## src/rtl/bt_pkg.sv

```systemverilog
// Package: shared trit type, code constants and digit helpers.
// Assumes trits are 2-bit codes; 2'b11 is treated as zero wherever it is read.
package bt_pkg;

    typedef logic [1:0] trit_t;

    localparam trit_t T_ZERO = 2'b00;
    localparam trit_t T_POS  = 2'b01;
    localparam trit_t T_NEG  = 2'b10;

    // Widest word the value helpers accept.
    localparam int MAX_TRITS = 16;

    // Integer worth of one trit; the unused code reads as zero.
    function automatic int trit_val(input trit_t t);
        case (t)
            T_POS:   return 1;
            T_NEG:   return -1;
            default: return 0;
        endcase
    endfunction

    // Digit-wise mirror; also maps the unused code to zero.
    function automatic trit_t trit_mirror(input trit_t t);
        case (t)
            T_POS:   return T_NEG;
            T_NEG:   return T_POS;
            default: return T_ZERO;
        endcase
    endfunction

    // Canonical code for a trit, forcing the unused code to zero.
    function automatic trit_t trit_clean(input trit_t t);
        return (t == 2'b11) ? T_ZERO : t;
    endfunction

    // Weighted value of the lowest n trits of a word.
    function automatic int word_val(input logic [2*MAX_TRITS-1:0] w, input int n);
        int acc;
        acc = 0;
        for (int i = MAX_TRITS - 1; i >= 0; i--) begin
            if (i < n) acc = acc * 3 + trit_val(w[2*i +: 2]);
        end
        return acc;
    endfunction

    // True when none of the lowest n trits uses the unused code.
    function automatic bit word_legal(input logic [2*MAX_TRITS-1:0] w, input int n);
        bit ok;
        ok = 1'b1;
        for (int i = 0; i < MAX_TRITS; i++) begin
            if (i < n && w[2*i +: 2] == 2'b11) ok = 1'b0;
        end
        return ok;
    endfunction

endpackage

```

## src/rtl/bt_operand_cond.sv

```systemverilog
// Module: conditions one operand before the counter chain.
// When neg is set, every digit is mirrored (+1 <-> -1). Otherwise digits pass.
// In both cases the unused code 2'b11 leaves as zero, so downstream logic only
// ever sees legal codes.
module bt_operand_cond
    import bt_pkg::*;
#(
    parameter int N_TRITS = 4
) (
    input  logic [2*N_TRITS-1:0] raw_i,
    input  logic                 neg_i,
    output logic [2*N_TRITS-1:0] cond_o
);

    for (genvar g = 0; g < N_TRITS; g++) begin : g_digit
        // Per-digit select between the mirrored and the cleaned trit.
        always_comb begin
            if (neg_i) cond_o[2*g +: 2] = trit_mirror(raw_i[2*g +: 2]);
            else       cond_o[2*g +: 2] = trit_clean(raw_i[2*g +: 2]);
        end
    end

endmodule

```

## src/rtl/bt_counter4.sv

```systemverilog
// Module: four-input balanced-ternary counter.
// Adds four legal trits (total -4..+4) and splits the total as 3*carry + digit,
// with both carry and digit in -1..+1.
module bt_counter4
    import bt_pkg::*;
(
    input  trit_t a_i,
    input  trit_t b_i,
    input  trit_t c_i,
    input  trit_t d_i,
    output trit_t digit_o,
    output trit_t carry_o
);

    int total;

    // Integer total of the four input digits.
    always_comb total = trit_val(a_i) + trit_val(b_i) + trit_val(c_i) + trit_val(d_i);

    // Split the total into the carry to the next position and the local digit.
    always_comb begin
        case (total)
            -4:      begin carry_o = T_NEG;  digit_o = T_NEG;  end
            -3:      begin carry_o = T_NEG;  digit_o = T_ZERO; end
            -2:      begin carry_o = T_NEG;  digit_o = T_POS;  end
            -1:      begin carry_o = T_ZERO; digit_o = T_NEG;  end
            1:       begin carry_o = T_ZERO; digit_o = T_POS;  end
            2:       begin carry_o = T_POS;  digit_o = T_NEG;  end
            3:       begin carry_o = T_POS;  digit_o = T_ZERO; end
            4:       begin carry_o = T_POS;  digit_o = T_POS;  end
            default: begin carry_o = T_ZERO; digit_o = T_ZERO; end
        endcase
    end

endmodule

```

## src/rtl/bt_ripple_chain.sv

```systemverilog
// Module: ripple chain of four-input counters, one per digit position.
// Position g takes its three operand digits and the carry from position g-1.
// The carry out of the top position becomes result trit N_TRITS.
// Assumes all inputs already carry legal codes.
module bt_ripple_chain
    import bt_pkg::*;
#(
    parameter int N_TRITS = 4
) (
    input  logic [2*N_TRITS-1:0]     xa_i,
    input  logic [2*N_TRITS-1:0]     ya_i,
    input  logic [2*N_TRITS-1:0]     za_i,
    input  trit_t                    cin_i,
    output logic [2*(N_TRITS+1)-1:0] sum_o
);

    localparam int N_CARRY = N_TRITS + 1;

    trit_t carry [N_CARRY];

    // The carry-in enters the lowest position.
    assign carry[0] = cin_i;

    for (genvar g = 0; g < N_TRITS; g++) begin : g_pos
        bt_counter4 u_cnt (
            .a_i     (xa_i[2*g +: 2]),
            .b_i     (ya_i[2*g +: 2]),
            .c_i     (za_i[2*g +: 2]),
            .d_i     (carry[g]),
            .digit_o (sum_o[2*g +: 2]),
            .carry_o (carry[g+1])
        );
    end

    // The final carry is the top result trit.
    assign sum_o[2*N_TRITS +: 2] = carry[N_TRITS];

endmodule

```

## src/rtl/bt_multi_adder.sv

```systemverilog
// Module: three-operand balanced-ternary adder with per-operand negation.
// Conditions each operand, ripples through the counter chain and, when
// REG_OUT=1, registers the result behind a synchronous active-low reset.
// Assumes rst_n is synchronous to clk.
module bt_multi_adder
    import bt_pkg::*;
#(
    parameter int N_TRITS = 4,
    parameter bit REG_OUT = 1'b1
) (
    input  logic                     clk,
    input  logic                     rst_n,
    input  logic [2*N_TRITS-1:0]     x_i,
    input  logic [2*N_TRITS-1:0]     y_i,
    input  logic [2*N_TRITS-1:0]     z_i,
    input  logic [2:0]               neg_i,
    input  logic [1:0]               cin_i,
    output logic [2*(N_TRITS+1)-1:0] sum_o
);

    localparam int N_OPS = 3;
    localparam int W_IN  = 2 * N_TRITS;
    localparam int W_OUT = 2 * (N_TRITS + 1);

    logic [W_IN-1:0]  raw  [N_OPS];
    logic [W_IN-1:0]  cond [N_OPS];
    logic [W_OUT-1:0] sum_comb;

    assign raw[0] = x_i;
    assign raw[1] = y_i;
    assign raw[2] = z_i;

    for (genvar k = 0; k < N_OPS; k++) begin : g_op
        bt_operand_cond #(.N_TRITS(N_TRITS)) u_cond (
            .raw_i  (raw[k]),
            .neg_i  (neg_i[k]),
            .cond_o (cond[k])
        );
    end

    bt_ripple_chain #(.N_TRITS(N_TRITS)) u_chain (
        .xa_i  (cond[0]),
        .ya_i  (cond[1]),
        .za_i  (cond[2]),
        .cin_i (trit_clean(cin_i)),
        .sum_o (sum_comb)
    );

    if (REG_OUT) begin : g_reg
        // Output register, cleared to all zero trits by reset.
        always_ff @(posedge clk) begin
            if (!rst_n) sum_o <= '0;
            else        sum_o <= sum_comb;
        end
    end else begin : g_comb
        assign sum_o = sum_comb;
    end

endmodule

```

## config.mk

```make
export PLATFORM = sky130hd
export DESIGN_NAME = bt_multi_adder
export DESIGN_NICKNAME = d
export VERILOG_FILES = /design/src/rtl/bt_pkg.sv /design/src/rtl/bt_operand_cond.sv /design/src/rtl/bt_counter4.sv /design/src/rtl/bt_ripple_chain.sv /design/src/rtl/bt_multi_adder.sv
export SDC_FILE = /design/constraint.sdc
export NUM_CORES = 1
export LEC_CHECK = 0
export ABC_CLOCK_PERIOD_IN_PS = 43400
export CAP_MARGIN = 20
export CORE_ASPECT_RATIO = 0.6
export CORE_UTILIZATION = 51
export CTS_BUF_LIST = sky130_fd_sc_hd__clkbuf_16
export CTS_CLUSTER_SIZE = 16
export DETAILED_ROUTE_END_ITERATION = 7
export PLACE_DENSITY = 0.75
export SYNTH_ARGS = -nofsm -noshare
export SYNTH_HDL_FRONTEND = slang
export SYNTH_SLANG_ARGS = --single-unit
```

## constraint.sdc

```tcl
create_clock -name clk -period 43.4 [get_ports clk]
set_clock_uncertainty 0.15 [all_clocks]
set_input_delay 8.68 -clock clk [delete_from_list [all_inputs] [get_ports clk]]
set_output_delay 8.68 -clock clk [all_outputs]
set_load 0.02 [all_outputs]
```

==> results of run 1 <==
critical path: cells and delay by family:
kind | cells | cell delay (ns)
AO/OA/AOI/OAI | 12 | 2.46
buffers and inverters | 5 | 1.13
AND/OR/NAND/NOR | 9 | 2.75
adder cells (fa/ha/maj) | 17 | 7.87
metal layers:
layer  up-vias  share of wire, %
li1       1193                 -
met1      1119                53
met2        30                44
met3         5               2.1
met4         0              0.65
met5         -                 0
cells in the mapped netlist, drive strengths merged, types with 6 or more instances:
cell type / n / area, um^2
nor3b: 10 / 80.1
nor2b: 10 / 62.6
fa: 40 / 801
nand2: 16 / 60.1
ha: 62 / 776
dfxtp: 10 / 200
o21ai: 6 / 30.0
a21oi: 12 / 60.1
nor2: 13 / 48.8
inv: 77 / 289
a21o: 8 / 60.1
power groups by stage:
| stage | logic, mW | registers (mW) | clock network [mW] |
|---|---|---|---|
| detailed placement | 0.0713 | 0.00946 | 0 |
| CTS | 0.0719 | 0.00930 | 0.0167 |
| finish | 0.0723 | 0.00929 | 0.0166 |
| global route | 0.0821 | 0.00929 | 0.0174 |
| global placement | 0.0691 | 0.00946 | 0 |
| floorplan | 0.0541 | 0.00953 | 0 |
placed cells by master, fill, tap and decap left out, types with 2 or more instances in the layout:
master	n
inv_1	77
ha_1	62
fa_1	40
clkdlybuf4s50_1	40
nand2_1	16
nor2_1	13
a21oi_1	12
nor2b_1	10
dfxtp_1	10
nor3b_1	9
a21o_1	8
o21ai_0	6
nand3b_1	5
o21a_1	5
nor4b_1	4
o32ai_1	4
nor4_1	4
nand4b_1	3
a211oi_1	3
nand2b_1	3
clkbuf_16	3
or2_2	2
or4b_4	2
mux2i_1	2
a32o_1	2
nor4bb_1	2
nand4_1	2
nand4bb_1	2
a21boi_0	2
layout make-up:
class,instances,area (um^2)
Inverter,77,289
Tap cell,80,100
Timing Repair Buffer,40,400
Sequential cell,10,200
Multi-Input combinational cell,244,2570
Clock inverter,1,3.75
Clock buffer,3,75.1
Fill cell,492,2060
how the worst min path moves through the flow:
stage | start | to | slack [ns] | cells past startpoint
floorplan | rst_n | sum_o[9] | 8.85 | 3
finish | rst_n | sum_o[9] | 9.12 | 3
detailed placement | sum_o[4] | sum_o[4] | 9.33 | 1
global placement | sum_o[8] | sum_o[8] | 9.33 | 1
global route | rst_n | sum_o[3] | 9.17 | 2
CTS | rst_n | sum_o[9] | 9.13 | 3
through the flow:
| stage | utilization, % | setup WS, ns | cells | power [mW] | hold slack, ns |
|---|---|---|---|---|---|
| after CTS | 63.8 | 20.46 | 455 | 0.0979 | 9.13 |
| after floorplan | - | 21.68 | 335 | 0.0637 | 8.85 |
| final | 63.8 | 20.52 | 455 | 0.0982 | 9.12 |
| after global placement | 62.4 | 20.53 | 451 | 0.0786 | 9.33 |
| after global routing | 63.8 | 19.60 | 455 | 0.109 | 9.17 |
| after detailed placement | 62.4 | 20.23 | 451 | 0.0808 | 9.33 |
kinds of logic after synthesis:
group,count (synthesis),share of synthesized area [%]
fa+ha+maj,102,51.3
simple gates,91,19.7
buf+inv,81,9.89
compound gates,48,11.7
flops,10,6.51
mux,2,0.651
xor+xnor,1,0.285
==> flow_metrics.tcl, run 1 <==
set metrics [dict create \
    outcome "finished clean" \
    synth_warnings 0 \
    maxCapViolCount 0 \
    cp-start-kind "input pin" \
    synth-edff-count 0 \
    p_leak_nw 1.78 \
    cts_resized 0 \
    p_sw_share_pct 45.3 \
    grt_busiest_layer "met2" \
    p_int_uw 53.7 \
    synth-async-reset-ratio_pct 0 \
    drv_slew 0 \
    hpwl_um 5230 \
    critPathCapture "sum_o[7]" \
    worst_slew_pin_slew_ns 0.492 \
    cts_root_buf "clkbuf_16" \
    grt_pass1_wl_um 9850 \
    crit_fanout 8 \
    drtPass1Iterations 4 \
    fin_crit_ns 22.88 \
    drt_wl_total_um 5870 \
    cts.sinks 10 \
    synth_ff_type "dfxtp_1" \
    finalSetupViolations 0 \
    comb_power_share_pct 73.6 \
    ios 41 \
    die_y_um 62.1 \
    synth_fp_nets 468 \
    n_antenna_cell 0 \
    clkPwrFrac_pct 16.9 \
    crit_top_cell "fa_1" \
    ys_ff_latch 10 \
    nets 509 \
    pwr-share-seq_pct 9.5 \
    endpoint_kind "flip-flop" \
    vias 2347 \
    cts_buffers 3 \
    rsz0062_at_grt "no" \
    ant_nets 0 \
    finalCritPeriodShare_pct 52.7 \
    vdd_drop_max_v 0.0000122 \
    largest_register "sum_o" \
    portBuffers 40 \
    routabilityCongestion 0.861 \
    num_rows 21 \
    drive_above_1_share_pct 3.47 \
    cts_tree "yes" \
    dieArea_mm2 0.00635 \
    ys_seq_area_share_pct 6.51 \
    htree_levels 1 \
    slowest_stage "fa_1" \
    path_class "in -> reg" \
    viasPerCell 5.16 \
    grt_start_max_net_pins 11 \
    fin_area_mm2 0.00364 \
    powerDensity_mw_per_mm2 27.0 \
    grt_overflow 0 \
    finalSetupTns_ns 0 \
    crit_arrival_ns 22.92 \
    drc 0 \
    syn_to_final_growth_pct 18.4 \
    design.core.area_mm2 0.00570 \
    grt_antenna_before_repair 0 \
    cpPeakStageDelay_ns 0.73 \
    largest_reg_flops 10 \
    placed_cell_area_mm2 0.00356 \
    cts_max_path_buffers 2 \
    initial_utilization_pct 53.9 \
    netSwitchingPower_uw 44.5 \
    holdBufCountCts 0 \
    required_ns 43.44 \
    hp-class "in -> reg" \
    wl_per_cell_um 12.9 \
    cts.clk_slew.worst_paths_ns 0.04 \
    max_freq_mhz 43.7 \
    syn_area_per_cell_um2 9.18 \
    cts_setup_buffers 0 \
    netlist_instances 335 \
    fp.dieW_um 102 \
    grt_use_met2_pct 30.7 \
    netlist_area_mm2 0.00307 \
    gr-usage-all-layers_pct 19.6 \
    largestRegisters "sum_o: 10 flops" \
    hold_violations 0 \
    crit_path_start "neg_i[0]" \
    drt_iter0_markers 40 \
    relSlewSlack_pct 66.3 \
    grt_pass1_vias 2266 \
    grt_util_met3_pct 1.46 \
    synth_cell_type_count 50 \
    use_met1_pct 29.4 \
]
Note: power is estimated with default switching activity, not from simulation.
==> inputs of run 2 (changes only) <==
--- a/config.mk
+++ b/config.mk
@@ -5,7 +5,7 @@
 export SDC_FILE = /design/constraint.sdc
 export NUM_CORES = 1
 export LEC_CHECK = 0
-export ABC_CLOCK_PERIOD_IN_PS = 43400
+export ABC_CLOCK_PERIOD_IN_PS = 23400
 export CAP_MARGIN = 20
 export CORE_ASPECT_RATIO = 0.6
 export CORE_UTILIZATION = 51
==> constraint.sdc (replaced) <==
create_clock -name clk -period 23.4 [get_ports clk]
set_clock_uncertainty 0.15 [all_clocks]
set_input_delay 4.68 -clock clk [delete_from_list [all_inputs] [get_ports clk]]
set_output_delay 4.68 -clock clk [all_outputs]
set_load 0.02 [all_outputs]
==> flow_metrics.tcl, run 2 (synthesized netlist as in run 1, its figures left out) <==
set metrics [dict create \
    clkPwrFrac_pct 17.0 \
    final_common_cell "inv_1" \
    path_class "in -> reg" \
    wl_per_cell_um 13.1 \
    dp_cells 451 \
    vias 2352 \
    dieArea_mm2 0.00635 \
    min_from "rst_n" \
    finalSetupTns_ns 0 \
    finalCritPeriodShare_pct 80.7 \
    worst-path-buf-inv 5 \
    holdBufCountCts 0 \
    p_int_uw 99.8 \
    die_y_um 62.1 \
    drt_wl_total_um 5950 \
    cts.sinks 10 \
    ios 41 \
    critPathTopFamily "adder cells" \
    drtPass1Iterations 4 \
    required_ns 23.44 \
    cts.clk_slew.worst_paths_ns 0.04 \
    num_rows 21 \
    initial_utilization_pct 53.9 \
    largestRegisters "sum_o: 10 flops" \
    hpwl_um 5280 \
    fin_crit_ns 18.88 \
    cts_setup_buffers 0 \
    largest_reg_flops 10 \
    p_sw_share_pct 45.2 \
    outcome "finished clean" \
    worst_slew_pin_slew_ns 0.464 \
    drive_above_1_share_pct 3.47 \
    ant_nets 0 \
    crit_path_start "neg_i[0]" \
    n_antenna_cell 0 \
    largest_register "sum_o" \
    htree_levels 1 \
    pre_cts_ws_ns 4.24 \
    netSwitchingPower_uw 82.4 \
    hold_violations 0 \
    grt_start_max_net_pins 11 \
    pwr-share-seq_pct 9.5 \
    fillers 506 \
    grt_antenna_before_repair 0 \
    crit_arrival_ns 18.92 \
    drv_slew 0 \
    drc 0 \
    gr-usage-all-layers_pct 20.6 \
    cts_max_path_buffers 2 \
    p_total_uw 182 \
    grt_pass1_wl_um 10300 \
    layout_common_cells "inv_1 (77), ha_1 (62), fa_1 (40), clkdlybuf4s50_1 (40), nand2_1 (16)" \
    cts_root_buf "clkbuf_16" \
    fp.dieW_um 102 \
    p_leak_nw 1.78 \
    rsz0062_at_grt "no" \
    crit_fanout 8 \
    hp-class "in -> reg" \
    max_freq_mhz 53.0 \
    drt_iter0_markers 48 \
    powerDensity_mw_per_mm2 50.1 \
    setup_slack_ns 4.52 \
    cts_buffers 3 \
    cts_tree "yes" \
    cpPeakStageDelay_ns 0.74 \
    viasPerCell 5.17 \
    cts_resized 0 \
    maxCapViolCount 0 \
    endpoint_kind "flip-flop" \
    grt_overflow 0 \
    design.core.area_mm2 0.00570 \
    portBuffers 40 \
    grt_pass1_vias 2317 \
    vdd_drop_max_v 0.0000225 \
    finalSetupViolations 0 \
    slowest_stage "fa_1" \
    relSlewSlack_pct 68.2 \
    syn_to_final_growth_pct 18.4 \
    crit_top_cell "fa_1" \
    cp-start-kind "input pin" \
    comb_power_share_pct 73.5 \
    nets 509 \
    final_cells 455 \
    routabilityCongestion 0.861 \
]
## run 2: cell counts in the layout (fill, tap and decap cells not counted)
Identical to the previous run, type by type.
## run 2: cell type report
type	instances	area, um^2	share of cell area (%)
timing repair buffer	40	400	11.0
tap	80	100	2.75
sequential	10	200	5.50
inverter	77	289	7.94
multi-input combinational	244	2570	70.6
clock buffer	3	75.1	2.06
clock inverter	1	3.75	0.103
## run 2: final timing paths
check                   to  slack (ns)  depth (start not counted)
setup / recovery  sum_o[7]        4.52                         43
hold / removal    sum_o[9]        5.11                          3
## run 2: power by group through the flow
| stage | sequential (mW) | clock [mW] | combinational (mW) |
|---|---|---|---|
| after floorplan | 0.0177 | 0 | 0.100 |
| after global placement | 0.0175 | 0 | 0.128 |
| after detailed placement | 0.0175 | 0 | 0.133 |
| after CTS | 0.0172 | 0.0314 | 0.134 |
| after global routing | 0.0172 | 0.0328 | 0.153 |
| final | 0.0172 | 0.0310 | 0.134 |
## run 2: metrics by stage
step	area [um^2]	utilization [%]	hold WS, ns
floorplan	3070	-	4.85
global placement	3560	62.4	5.33
detailed placement	3560	62.4	5.33
CTS	3640	63.8	5.13
global route	3640	63.8	5.17
finish	3640	63.8	5.11
## run 2: routing by layer
metal	up-vias	track usage, %	part of all wire [%]
met5	-	0	0
met4	0	5.00	1.2
met3	7	1.80	3.8
met2	49	33.0	44
met1	1101	30.1	51
li1	1195	-	-
## run 2: worst min-delay path, stage by stage
cell,delay (ns)
clkdlybuf4s50_1,0.59
nand2_1,0.13
nor4_1,0.04
